--- config.mk ---
export PLATFORM = sky130hd
export DESIGN_NAME = pwr_domain_seq
export DESIGN_NICKNAME = d
export VERILOG_FILES = /design/src/rtl/pwrseq_pkg.sv /design/src/rtl/pwrseq_timer.sv /design/src/rtl/pwrseq_ackcheck.sv /design/src/rtl/pwrseq_fsm.sv /design/src/rtl/pwr_domain_seq.sv
export SDC_FILE = /design/constraint.sdc
export NUM_CORES = 1
export LEC_CHECK = 0
export BUFFER_PORTS_ARGS = -buffer_cell sky130_fd_sc_hd__buf_2
export CAP_MARGIN = 25
export CELL_PAD_IN_SITES_DETAIL_PLACEMENT = 0
export CELL_PAD_IN_SITES_GLOBAL_PLACEMENT = 1
export CORE_MARGIN = 5
export CORE_UTILIZATION = 41
export CTS_BUF_LIST = sky130_fd_sc_hd__clkbuf_16
export CTS_CLUSTER_SIZE = 24
export DETAILED_ROUTE_END_ITERATION = 10
export PLACE_DENSITY = 0.92
export SETUP_SLACK_MARGIN = 0.3
export SYNTH_ARGS = -nofsm -noshare
export SYNTH_HDL_FRONTEND = slang
export SYNTH_SLANG_ARGS = --single-unit
export TNS_END_PERCENT = 1
--- constraint.sdc ---
create_clock -name clk -period 3 [get_ports clk]
set_clock_uncertainty 0.15 [all_clocks]
set_input_delay 0.6 -clock clk [delete_from_list [all_inputs] [get_ports clk]]
set_output_delay 0.6 -clock clk [all_outputs]
set_load 0.02 [all_outputs]
--- src/rtl/pwrseq_pkg.sv ---
package pwrseq_pkg;
  localparam int CTL_W  = 5;
  localparam int PDN_W  = 4;
  localparam int B_RSTN = 0;
  localparam int B_ISO  = 1;
  localparam int B_SW1  = 2;
  localparam int B_SW2  = 3;
  localparam int B_CKOF = 4;
  localparam logic [CTL_W-1:0] CTL_OFF = 5'b10010;

  typedef enum logic [4:0] {
    S_IDLE,
    S_U_SW1, S_U_SW2, S_U_WPWR, S_U_CLK, S_U_ISO, S_U_RST,
    S_U_SRAM, S_U_WSRAM, S_U_BUS, S_U_WBUS,
    S_D_BUS, S_D_WBUS, S_D_SRAM, S_D_WSRAM,
    S_D_ISO, S_D_RST, S_D_CLK, S_D_SW1, S_D_SW2, S_D_WPWR
  } seq_state_t;
endpackage

--- src/rtl/pwrseq_timer.sv ---
module pwrseq_timer #(
  parameter int TIMEOUT = 1024
) (
  input  logic clk,
  input  logic rst_n,
  input  logic load,
  input  logic run,
  output logic expired
);
  localparam int CW = $clog2(TIMEOUT + 1);
  localparam logic [CW-1:0] RELOAD = CW'(TIMEOUT - 1);

  logic [CW-1:0] cnt;

  always_ff @(posedge clk or negedge rst_n) begin
    if (!rst_n)                   cnt <= RELOAD;
    else if (load)                cnt <= RELOAD;
    else if (run && cnt != '0)    cnt <= cnt - 1'b1;
  end

  assign expired = (cnt == '0);

  // count never leaves its reload window
  p_cnt_bound_r9: assert property (@(posedge clk) disable iff (!rst_n)
    cnt <= RELOAD);
endmodule

--- src/rtl/pwrseq_ackcheck.sv ---
module pwrseq_ackcheck #(
  parameter int           W    = 4,
  parameter logic [W-1:0] MASK = '1
) (
  input  logic [W-1:0] vec,
  output logic         all_set,
  output logic         all_clr
);
  generate
    if (MASK == '0) begin : g_empty
      assign all_set = 1'b1;
      assign all_clr = 1'b1;
    end else begin : g_masked
      logic [W-1:0] sel;
      assign sel     = vec & MASK;
      assign all_set = (sel == MASK);
      assign all_clr = (sel == '0);
    end
  endgenerate
endmodule

--- src/rtl/pwrseq_fsm.sv ---
module pwrseq_fsm
  import pwrseq_pkg::*;
#(
  parameter int               BUS_W     = 4,
  parameter logic [BUS_W-1:0] BUS_MASK  = '1,
  parameter bit               SRAM_USED = 1'b1
) (
  input  logic               clk,
  input  logic               rst_n,
  input  logic               req_valid,
  input  logic               req_on,
  input  logic               pwr_up_ok,
  input  logic               pwr_dn_ok,
  input  logic               sram_set,
  input  logic               sram_clr,
  input  logic               bus_set,
  input  logic               bus_clr,
  input  logic               tmo,
  output logic               tmr_load,
  output logic               tmr_run,
  output logic               req_ready,
  output logic               busy,
  output logic               done,
  output logic               err,
  output logic [CTL_W-1:0]   ctl,
  output logic [PDN_W-1:0]   pdn,
  output logic [BUS_W-1:0]   bus_req
);
  localparam bit BUS_USED = (BUS_MASK != '0);

  seq_state_t state;
  logic       known, dom_on, in_wait, start;

  assign in_wait   = (state == S_U_WPWR)  || (state == S_U_WSRAM) ||
                     (state == S_U_WBUS)  || (state == S_D_WBUS)  ||
                     (state == S_D_WSRAM) || (state == S_D_WPWR);
  assign tmr_load  = !in_wait;
  assign tmr_run   = in_wait;
  assign req_ready = (state == S_IDLE);
  assign busy      = (state != S_IDLE);
  assign start     = req_valid && req_ready;

  always_ff @(posedge clk or negedge rst_n) begin
    if (!rst_n) begin
      state   <= S_IDLE;
      known   <= 1'b1;
      dom_on  <= 1'b0;
      done    <= 1'b0;
      err     <= 1'b0;
      ctl     <= CTL_OFF;
      pdn     <= '1;
      bus_req <= BUS_MASK;
    end else begin
      done <= 1'b0;
      case (state)
        S_IDLE: if (start) begin
          err <= 1'b0;
          if (known && dom_on == req_on) done <= 1'b1;
          else if (req_on)               state <= S_U_SW1;
          else if (BUS_USED)             state <= S_D_BUS;
          else                           state <= S_D_SRAM;
        end
        S_U_SW1:  begin ctl[B_SW1] <= 1'b1; state <= S_U_SW2;  end
        S_U_SW2:  begin ctl[B_SW2] <= 1'b1; state <= S_U_WPWR; end
        S_U_WPWR: if (pwr_up_ok) state <= S_U_CLK;
                  else if (tmo) begin err <= 1'b1; known <= 1'b0; state <= S_IDLE; end
        S_U_CLK:  begin ctl[B_CKOF] <= 1'b0; state <= S_U_ISO; end
        S_U_ISO:  begin ctl[B_ISO]  <= 1'b0; state <= S_U_RST; end
        S_U_RST:  begin ctl[B_RSTN] <= 1'b1; state <= S_U_SRAM; end
        S_U_SRAM: begin
          pdn <= '0;
          if (SRAM_USED)     state <= S_U_WSRAM;
          else if (BUS_USED) state <= S_U_BUS;
          else begin state <= S_IDLE; done <= 1'b1; known <= 1'b1; dom_on <= 1'b1; end
        end
        S_U_WSRAM: if (sram_clr) begin
                     if (BUS_USED) state <= S_U_BUS;
                     else begin state <= S_IDLE; done <= 1'b1; known <= 1'b1; dom_on <= 1'b1; end
                   end else if (tmo) begin err <= 1'b1; known <= 1'b0; state <= S_IDLE; end
        S_U_BUS:  begin bus_req <= '0; state <= S_U_WBUS; end
        S_U_WBUS: if (bus_clr) begin
                    state <= S_IDLE; done <= 1'b1; known <= 1'b1; dom_on <= 1'b1;
                  end else if (tmo) begin err <= 1'b1; known <= 1'b0; state <= S_IDLE; end
        S_D_BUS:  begin bus_req <= BUS_MASK; state <= S_D_WBUS; end
        S_D_WBUS: if (bus_set) state <= S_D_SRAM;
                  else if (tmo) begin err <= 1'b1; known <= 1'b0; state <= S_IDLE; end
        S_D_SRAM: begin pdn <= '1; state <= SRAM_USED ? S_D_WSRAM : S_D_ISO; end
        S_D_WSRAM: if (sram_set) state <= S_D_ISO;
                   else if (tmo) begin err <= 1'b1; known <= 1'b0; state <= S_IDLE; end
        S_D_ISO:  begin ctl[B_ISO]  <= 1'b1; state <= S_D_RST; end
        S_D_RST:  begin ctl[B_RSTN] <= 1'b0; state <= S_D_CLK; end
        S_D_CLK:  begin ctl[B_CKOF] <= 1'b1; state <= S_D_SW1; end
        S_D_SW1:  begin ctl[B_SW1]  <= 1'b0; state <= S_D_SW2; end
        S_D_SW2:  begin ctl[B_SW2]  <= 1'b0; state <= S_D_WPWR; end
        S_D_WPWR: if (pwr_dn_ok) begin
                    state <= S_IDLE; done <= 1'b1; known <= 1'b1; dom_on <= 1'b0;
                  end else if (tmo) begin err <= 1'b1; known <= 1'b0; state <= S_IDLE; end
        default:  state <= S_IDLE;
      endcase
    end
  end

  // one output group moves per cycle
  p_one_change_r8: assert property (@(posedge clk) disable iff (!rst_n)
    $countones({ctl ^ $past(ctl), pdn != $past(pdn), bus_req != $past(bus_req)}) <= 1);

  // an accepted request leaves the sequencer busy or finishes at once
  p_accept_r2: assert property (@(posedge clk) disable iff (!rst_n)
    start |=> (busy || done));
endmodule

--- src/rtl/pwr_domain_seq.sv ---
module pwr_domain_seq
  import pwrseq_pkg::*;
#(
  parameter int                    SRAM_ACK_W    = 6,
  parameter logic [SRAM_ACK_W-1:0] SRAM_ACK_MASK = 6'b001111,
  parameter int                    BUS_W         = 4,
  parameter logic [BUS_W-1:0]      BUS_MASK      = 4'b1111,
  parameter int                    TIMEOUT       = 1024
) (
  input  logic                  clk,
  input  logic                  rst_n,
  input  logic                  req_valid,
  input  logic                  req_on,
  output logic                  req_ready,
  output logic                  busy,
  output logic                  done,
  output logic                  err,
  output logic [4:0]            pwr_ctl,
  output logic [3:0]            sram_pdn,
  output logic [BUS_W-1:0]      bus_prot_req,
  input  logic                  pwr_ack_a,
  input  logic                  pwr_ack_b,
  input  logic [SRAM_ACK_W-1:0] sram_ack,
  input  logic [BUS_W-1:0]      bus_prot_sta
);
  localparam bit SRAM_USED = (SRAM_ACK_MASK != '0);

  logic sram_set, sram_clr, bus_set, bus_clr;
  logic tmr_load, tmr_run, tmo;

  pwrseq_ackcheck #(.W(SRAM_ACK_W), .MASK(SRAM_ACK_MASK)) u_sram_chk (
    .vec(sram_ack), .all_set(sram_set), .all_clr(sram_clr));

  pwrseq_ackcheck #(.W(BUS_W), .MASK(BUS_MASK)) u_bus_chk (
    .vec(bus_prot_sta), .all_set(bus_set), .all_clr(bus_clr));

  pwrseq_timer #(.TIMEOUT(TIMEOUT)) u_timer (
    .clk(clk), .rst_n(rst_n), .load(tmr_load), .run(tmr_run), .expired(tmo));

  pwrseq_fsm #(.BUS_W(BUS_W), .BUS_MASK(BUS_MASK), .SRAM_USED(SRAM_USED)) u_fsm (
    .clk(clk), .rst_n(rst_n), .req_valid(req_valid), .req_on(req_on),
    .pwr_up_ok(pwr_ack_a && pwr_ack_b), .pwr_dn_ok(!pwr_ack_a && !pwr_ack_b),
    .sram_set(sram_set), .sram_clr(sram_clr), .bus_set(bus_set), .bus_clr(bus_clr),
    .tmo(tmo), .tmr_load(tmr_load), .tmr_run(tmr_run), .req_ready(req_ready),
    .busy(busy), .done(done), .err(err), .ctl(pwr_ctl), .pdn(sram_pdn),
    .bus_req(bus_prot_req));

  // reset is released only with switches on, clock and isolation off
  p_rst_release_r3: assert property (@(posedge clk) disable iff (!rst_n)
    $rose(pwr_ctl[B_RSTN]) |->
      (pwr_ctl[B_SW1] && pwr_ctl[B_SW2] && !pwr_ctl[B_ISO] && !pwr_ctl[B_CKOF]));

  // isolation goes on only after SRAM is powered down
  p_iso_after_sram_r4: assert property (@(posedge clk) disable iff (!rst_n)
    $rose(pwr_ctl[B_ISO]) |-> (sram_pdn == 4'hF));

  // clock enabled only after both switch acks were seen high
  p_clk_needs_pwr_r5: assert property (@(posedge clk) disable iff (!rst_n)
    $fell(pwr_ctl[B_CKOF]) |-> $past(pwr_ack_a && pwr_ack_b, 2));

  // bus protection drops only with the domain fully alive
  p_bus_drop_r7: assert property (@(posedge clk) disable iff (!rst_n)
    $fell(|bus_prot_req) |-> (sram_pdn == 4'h0 && pwr_ctl == 5'b01101));

  // done never overlaps a running sequence
  p_done_idle_r11: assert property (@(posedge clk) disable iff (!rst_n)
    done |-> (!busy && !err));
endmodule

==> out/results.ini, run 1 <==
[clock_tree]
clock_latency_ps=260
cts_sinks=27
cts_resized=0
postCtsSetupBuffers=0
h-tree-depth=1
clk_pin_slew_ps=70
numCtsBuffers=3
hold_buffers=0
cts_tree=done
cts_root_buffer=clkbuf_16
clockBufferDepth=2

[power_and_ir_drop]
p_leak_nw=0.811
comb_power_share=0.461
peakVddDrop_mv=0.372
p_int_uw=957
switching_share=0.448
power.total_mw=1.73
switchingPower_uw=777
p_per_area_mw_per_mm2=898
p_clk_frac=0.178
pwr-share-seq=0.361

[placement]
hpwl_um=2880
place_area_mm2=0.00185
finalWeightedCongestion=0.810
portBuffers=30

[yosys]
syn_nets=219
ys_seq_elements=27
synth_edf_count=0
ys_top_cells_by_area=dfstp_2 23%, dfrtp_1 18%, nand2_1 5.5%
syn_avg_cell_area_um2=8.44
async_flop_share=1.00
yosysTopAreaCell=dfstp_2
synth_most_common_cell=nand2_1
ys_types=53
synthFlopType=dfstp_2
synth_common_cells=25 x nand2_1, 18 x o21ai_0, 15 x dfstp_2
ys_warn_count=0
syn_inst=202
syn_area_mm2=0.00171
ys_seq_area_frac=0.407
synth_top_area_frac=0.231

[setup_path]
path_cells=inv_1 -> ha_1 -> or3b_2 -> or3_1 -> nand4b_1 -> a21bo_1
crit_fanout=10
cp_slowest_stage_delay_ps=550
worst-path-buf-inv=1
timing.rr.end=u_fsm.known
critPathArrivalTime_ps=2450
r2r_start=u_timer.cnt[0]
crit_family=simple AND/OR/NAND/NOR gates
cp.required_ps=3040
critPathSlowestCell=or3_1
r2r_slack_ps=590
cp-end-kind=flip-flop
cp-start-kind=flip-flop
ff2ff_path_depth=6
crit_type=flip-flop to flip-flop

[floorplanning]
design.portCount=33
start_util=0.423
die_area_mm2=0.00555
die_x_um=74.5
rows=23
chipHeight_um=74.5
coreArea_mm2=0.00403

[layout]
final_cell_area_mm2=0.00193
drive_above_1_share=0.275
area.growth.synth_to_final_pct=13.2
fillers=414
nets=240
diodes=0

[sta]
holdWs_ps=200
max_slew_margin=0.595
setup_tns_ps=0
fmax_mhz=416
timing.final.crit_period_ps=2410
hold_viol=0
setup_viol=0
maxSlewViolCount=0
timing_worst_slew_pin_value_ps=608
period_share=0.802
grt_setup_unrepaired=no

[drt]
via_per_inst=5.75
drtPass1Iterations=4
wirelength_um=3980
num_vias=1563
detail-route-antenna-nets=0
wl_per_cell_um=14.6
drt_iter0_markers=138
drc=0

[hold_path]
hold_path.class=input pin to async pin

[outcome]
status=completed

[grt]
antenna_found_initial=0
grt_pass1_vias=1434
globalRouteTotalUtil=0.156
grt_pass1_wl_um=6930
overflow=0
grt_max_degree=28

[run]
cap_violations=0

-- layer usage --
layer	GRT usage	share of wire	vias to the layer above
li1	-	-	775
met1	0.237	0.51	734
met2	0.238	0.42	52
met3	0.0122	0.069	2
met4	0.0395	0.0086	0
met5	0	0	-
-- cell families after synthesis --
logic type / synth area share
AND/OR/NAND/NOR: 0.237
AO/OA/AOI/OAI: 0.234
buffers and inverters: 0.0785
XOR/XNOR: 0.0360
adder cells (fa/ha/maj): 0.00734
flip-flops: 0.407
-- through the flow --
stage / setup slack [ps] / util / std cells
after floorplan: 820 / - / 202
after global placement: 652 / 0.459 / 268
after detailed placement: 610 / 0.459 / 268
after CTS: 592 / 0.479 / 272
after global routing: 444 / 0.479 / 272
final: 594 / 0.479 / 272
-- cell type report --
class | instances | area (um2) | share of cell area
clock buffers | 3 | 75.1 | 0.0389
repair buffers | 34 | 180 | 0.0933
flip-flops and latches | 27 | 694 | 0.360
clock inverters | 1 | 7.51 | 0.00389
inverters | 9 | 33.8 | 0.0175
multi-input cells | 148 | 877 | 0.454
well taps | 50 | 62.6 | 0.0324
-- worst register-to-register path: stages, from the launching register on --
cell      delay (ps)
dfstp_2          390
inv_1             50
ha_1             170
or3b_2           500
or3_1            550
nand4b_1         290
a21bo_1          240
-- flip-flops by register name, summed over array words and instances (netlist names) --
| name | count |
|---|---|
| u_fsm.dom_on | 1 |
| u_fsm.known | 1 |
| u_timer.cnt | 11 |
| u_fsm.pdn | 1 |
| u_fsm.ctl | 5 |
| u_fsm.done | 1 |
| u_fsm.state | 5 |
| u_fsm.err | 1 |
| u_fsm.bus_req | 1 |
-- placed cells by master, fill, tap and decap left out, drive strengths merged, types with 2 or more instances in the layout --
master,netlist,routed
a21o,2,2
a21oi,11,11
a2bb2oi,2,2
a31oi,5,5
buf,10,34
clkbuf,8,3
dfrtp,12,12
dfstp,15,15
inv,9,9
nand2,25,25
nand2b,2,2
nand3,9,9
nor2,13,13
nor2b,2,2
nor3,4,4
nor4,4,4
o211ai,2,2
o21ai,19,19
o2bb2ai,2,2
o31ai,4,4
or2,2,2
or3,5,5
or4,6,6
xnor2,5,5
xor2,2,2
-- how the worst max path moves through the flow --
stage | slack, ps | start | cells after the start | endpoint
after CTS | 590 | u_timer.cnt[0] | 6 | u_fsm.known
after floorplan | 820 | u_fsm.state[3] | 4 | req_ready
after detailed placement | 610 | u_timer.cnt[0] | 6 | u_fsm.known
final | 590 | u_timer.cnt[0] | 6 | u_fsm.known
after global placement | 650 | u_timer.cnt[0] | 6 | u_fsm.known
after global routing | 440 | u_timer.cnt[0] | 6 | u_fsm.known
-- power groups by stage --
stage	registers [mW]	clock network, mW	logic [mW]
2_1_floorplan	0.556	0	0.640
3_3_place_gp	0.626	0	0.776
3_5_place_dp	0.632	0	0.788
4_1_cts	0.625	0.314	0.797
5_1_grt	0.649	0.332	0.897
6_report	0.626	0.308	0.800
No activity file was read; power rests on OpenSTA's default activity.
==> inputs of run 2 (changes only) <==
Settings changed: CORE_UTILIZATION 41 to 37, PLACE_DENSITY 0.92 to 0.88.
Clock period 3 ns to 2.2 ns, I/O delays scaled along.
==> out/results.ini, run 2 (synthesized netlist as in run 1, its figures left out) <==
[setup_path]
cp-end-kind=flip-flop
cp-start-kind=flip-flop
timing.rr.end=u_timer.cnt[10]
crit_fanout=5  ; -5
crit_type=flip-flop to flip-flop
r2r_start=u_timer.cnt[4]
cp.required_ps=2200  ; -840 ps
r2r_slack_ps=140  ; -450 ps
critPathArrivalTime_ps=2060  ; -390 ps
ff2ff_path_depth=4  ; -2

[drt]
wirelength_um=4320  ; +8.8%
via_per_inst=5.72  ; -0.44%
drc=0  ; unchanged
drtPass1Iterations=4  ; unchanged
drt_iter0_markers=179  ; +30%
detail-route-antenna-nets=0  ; unchanged
wl_per_cell_um=14.7  ; +0.64%
num_vias=1682  ; +7.6%

[floorplanning]
coreArea_mm2=0.00441  ; +9.6%
design.portCount=33  ; unchanged
rows=24  ; +4.3%
chipHeight_um=77.9  ; +4.6%
start_util=0.386  ; -0.0370
die_x_um=77.9  ; +4.6%
die_area_mm2=0.00607  ; +9.3%

[sta]
hold_viol=0  ; unchanged
period_share=0.936  ; +0.134
timing_worst_slew_pin_value_ps=595  ; -13.5 ps
timing.final.crit_period_ps=2060  ; -346 ps
setup_viol=0  ; unchanged
maxSlewViolCount=0  ; unchanged
layout_setup_ws_ps=140  ; -454 ps
setup_tns_ps=0  ; unchanged
fmax_mhz=486  ; +17%
grt_setup_unrepaired=yes
max_slew_margin=0.604  ; +0.00900

[outcome]
status=completed

[layout]
diodes=0  ; unchanged
fin_cells=294  ; +8.1%
largestRegisters=u_timer.cnt (11), u_fsm.ctl (5), u_fsm.state (5)
fillers=415  ; +0.24%
final_common_cell=buf_2
drive_above_1_share=0.380  ; +0.105
nets=260  ; +8.3%
layout_common_cells=30 x buf_2, 25 x nand2_1, 24 x buf_4
largest_register_ffs=11  ; unchanged
largest_register=u_timer.cnt
final_cell_area_mm2=0.00214  ; +11%
area.growth.synth_to_final_pct=25.6

[grt]
globalRouteTotalUtil=0.146  ; -0.00974
overflow=0  ; unchanged
grt_pass1_vias=1605  ; +12%
grt_max_degree=28  ; unchanged
grt_pass1_wl_um=7380  ; +6.6%
antenna_found_initial=0  ; unchanged

[clock_tree]
h-tree-depth=1  ; unchanged
clk_pin_slew_ps=70  ; about the same
cts_root_buffer=clkbuf_16
numCtsBuffers=3  ; unchanged
clockBufferDepth=2  ; unchanged
clock_latency_ps=260  ; about the same
cts_tree=done
cts_sinks=27  ; unchanged

[placement]
hpwl_um=3070  ; +6.6%
finalWeightedCongestion=0.881  ; +8.8%
place_area_mm2=0.00195  ; +5.6%
placed_cells=283  ; +5.6%
portBuffers=30  ; unchanged
dpl_worst_slack_ps=45.7  ; -565 ps

[power_and_ir_drop]
p_leak_nw=0.922  ; +14%
power.total_mw=2.49  ; +43%
peakVddDrop_mv=0.421  ; +13%
p_per_area_mw_per_mm2=1160  ; +29%

[run]
cap_violations=0  ; unchanged

[hold_path]
hold_path.class=input pin to async pin

-- run 2: cell count changes in the layout (fill, tap and decap cells not counted), moves of 2 or more --
cell	previous run	this run
nor2_1	13	11
buf_4	4	24
inv_2	0	3
or4_4	0	2
inv_1	9	7
-- run 2: layer usage --
metal	GRT usage	wire, um	up-vias
met4	0.0608	63	0
met1	0.213	2100	813
met2	0.219	1930	48
met5	0	0	-
met3	0.0150	227	5
li1	-	-	816
-- run 2: worst max path at each step --
stage	from	cells after the start	to	slack (ps)
final	u_timer.cnt[4]	4	u_timer.cnt[10]	140
after floorplan	u_timer.cnt[4]	6	u_fsm.known	110
after global routing	u_timer.cnt[4]	8	u_timer.cnt[9]	30
after global placement	bus_prot_sta[1]	6	u_fsm.state[3]	50
after detailed placement	u_timer.cnt[1]	6	u_fsm.known	50
after CTS	u_timer.cnt[1]	6	u_fsm.known	140
-- run 2: critical path, stage by stage (launching register included) --
cell     delay (ps)
dfstp_2         370
or4_4           550
buf_4           170
or4_2           520
and3_1          190
-- run 2: repair_timing --
item / 4_1_cts / 5_1_grt
buffers inserted: 4 / 3
gates cloned: 0 / 0
hold endpoints to repair: 0 / 0
endpoints found under the setup margin: 17 / 19
resized for setup: 11 / 6
hold buffers: 0 / 0
pin swaps: 4 / 6
-- run 2: report_power, final --
part	internal [mW]	switching (mW)	leakage [nW]
clock network	0.243	0.166	0.0423
logic	0.510	0.796	0.575
registers	0.643	0.127	0.306
total	1.40	1.09	0.922
-- run 2: cell type report --
| class | instances | area [um2] | share of cell area |
|---|---|---|---|
| repair buffers | 54 | 330 | 0.154 |
| clock buffers | 3 | 75.1 | 0.0350 |
| multi-input cells | 148 | 938 | 0.438 |
| inverters | 9 | 33.8 | 0.0158 |
| well taps | 52 | 65.1 | 0.0304 |
| flip-flops and latches | 27 | 696 | 0.325 |
| clock inverters | 1 | 3.75 | 0.00175 |
-- run 2: through the flow --
stage	hold slack, ps	utilization
after floorplan	-5.59	-
after global placement	324	0.442
after detailed placement	340	0.442
after CTS	57.9	0.475
after global routing	93.1	0.485
final	31.4	0.485
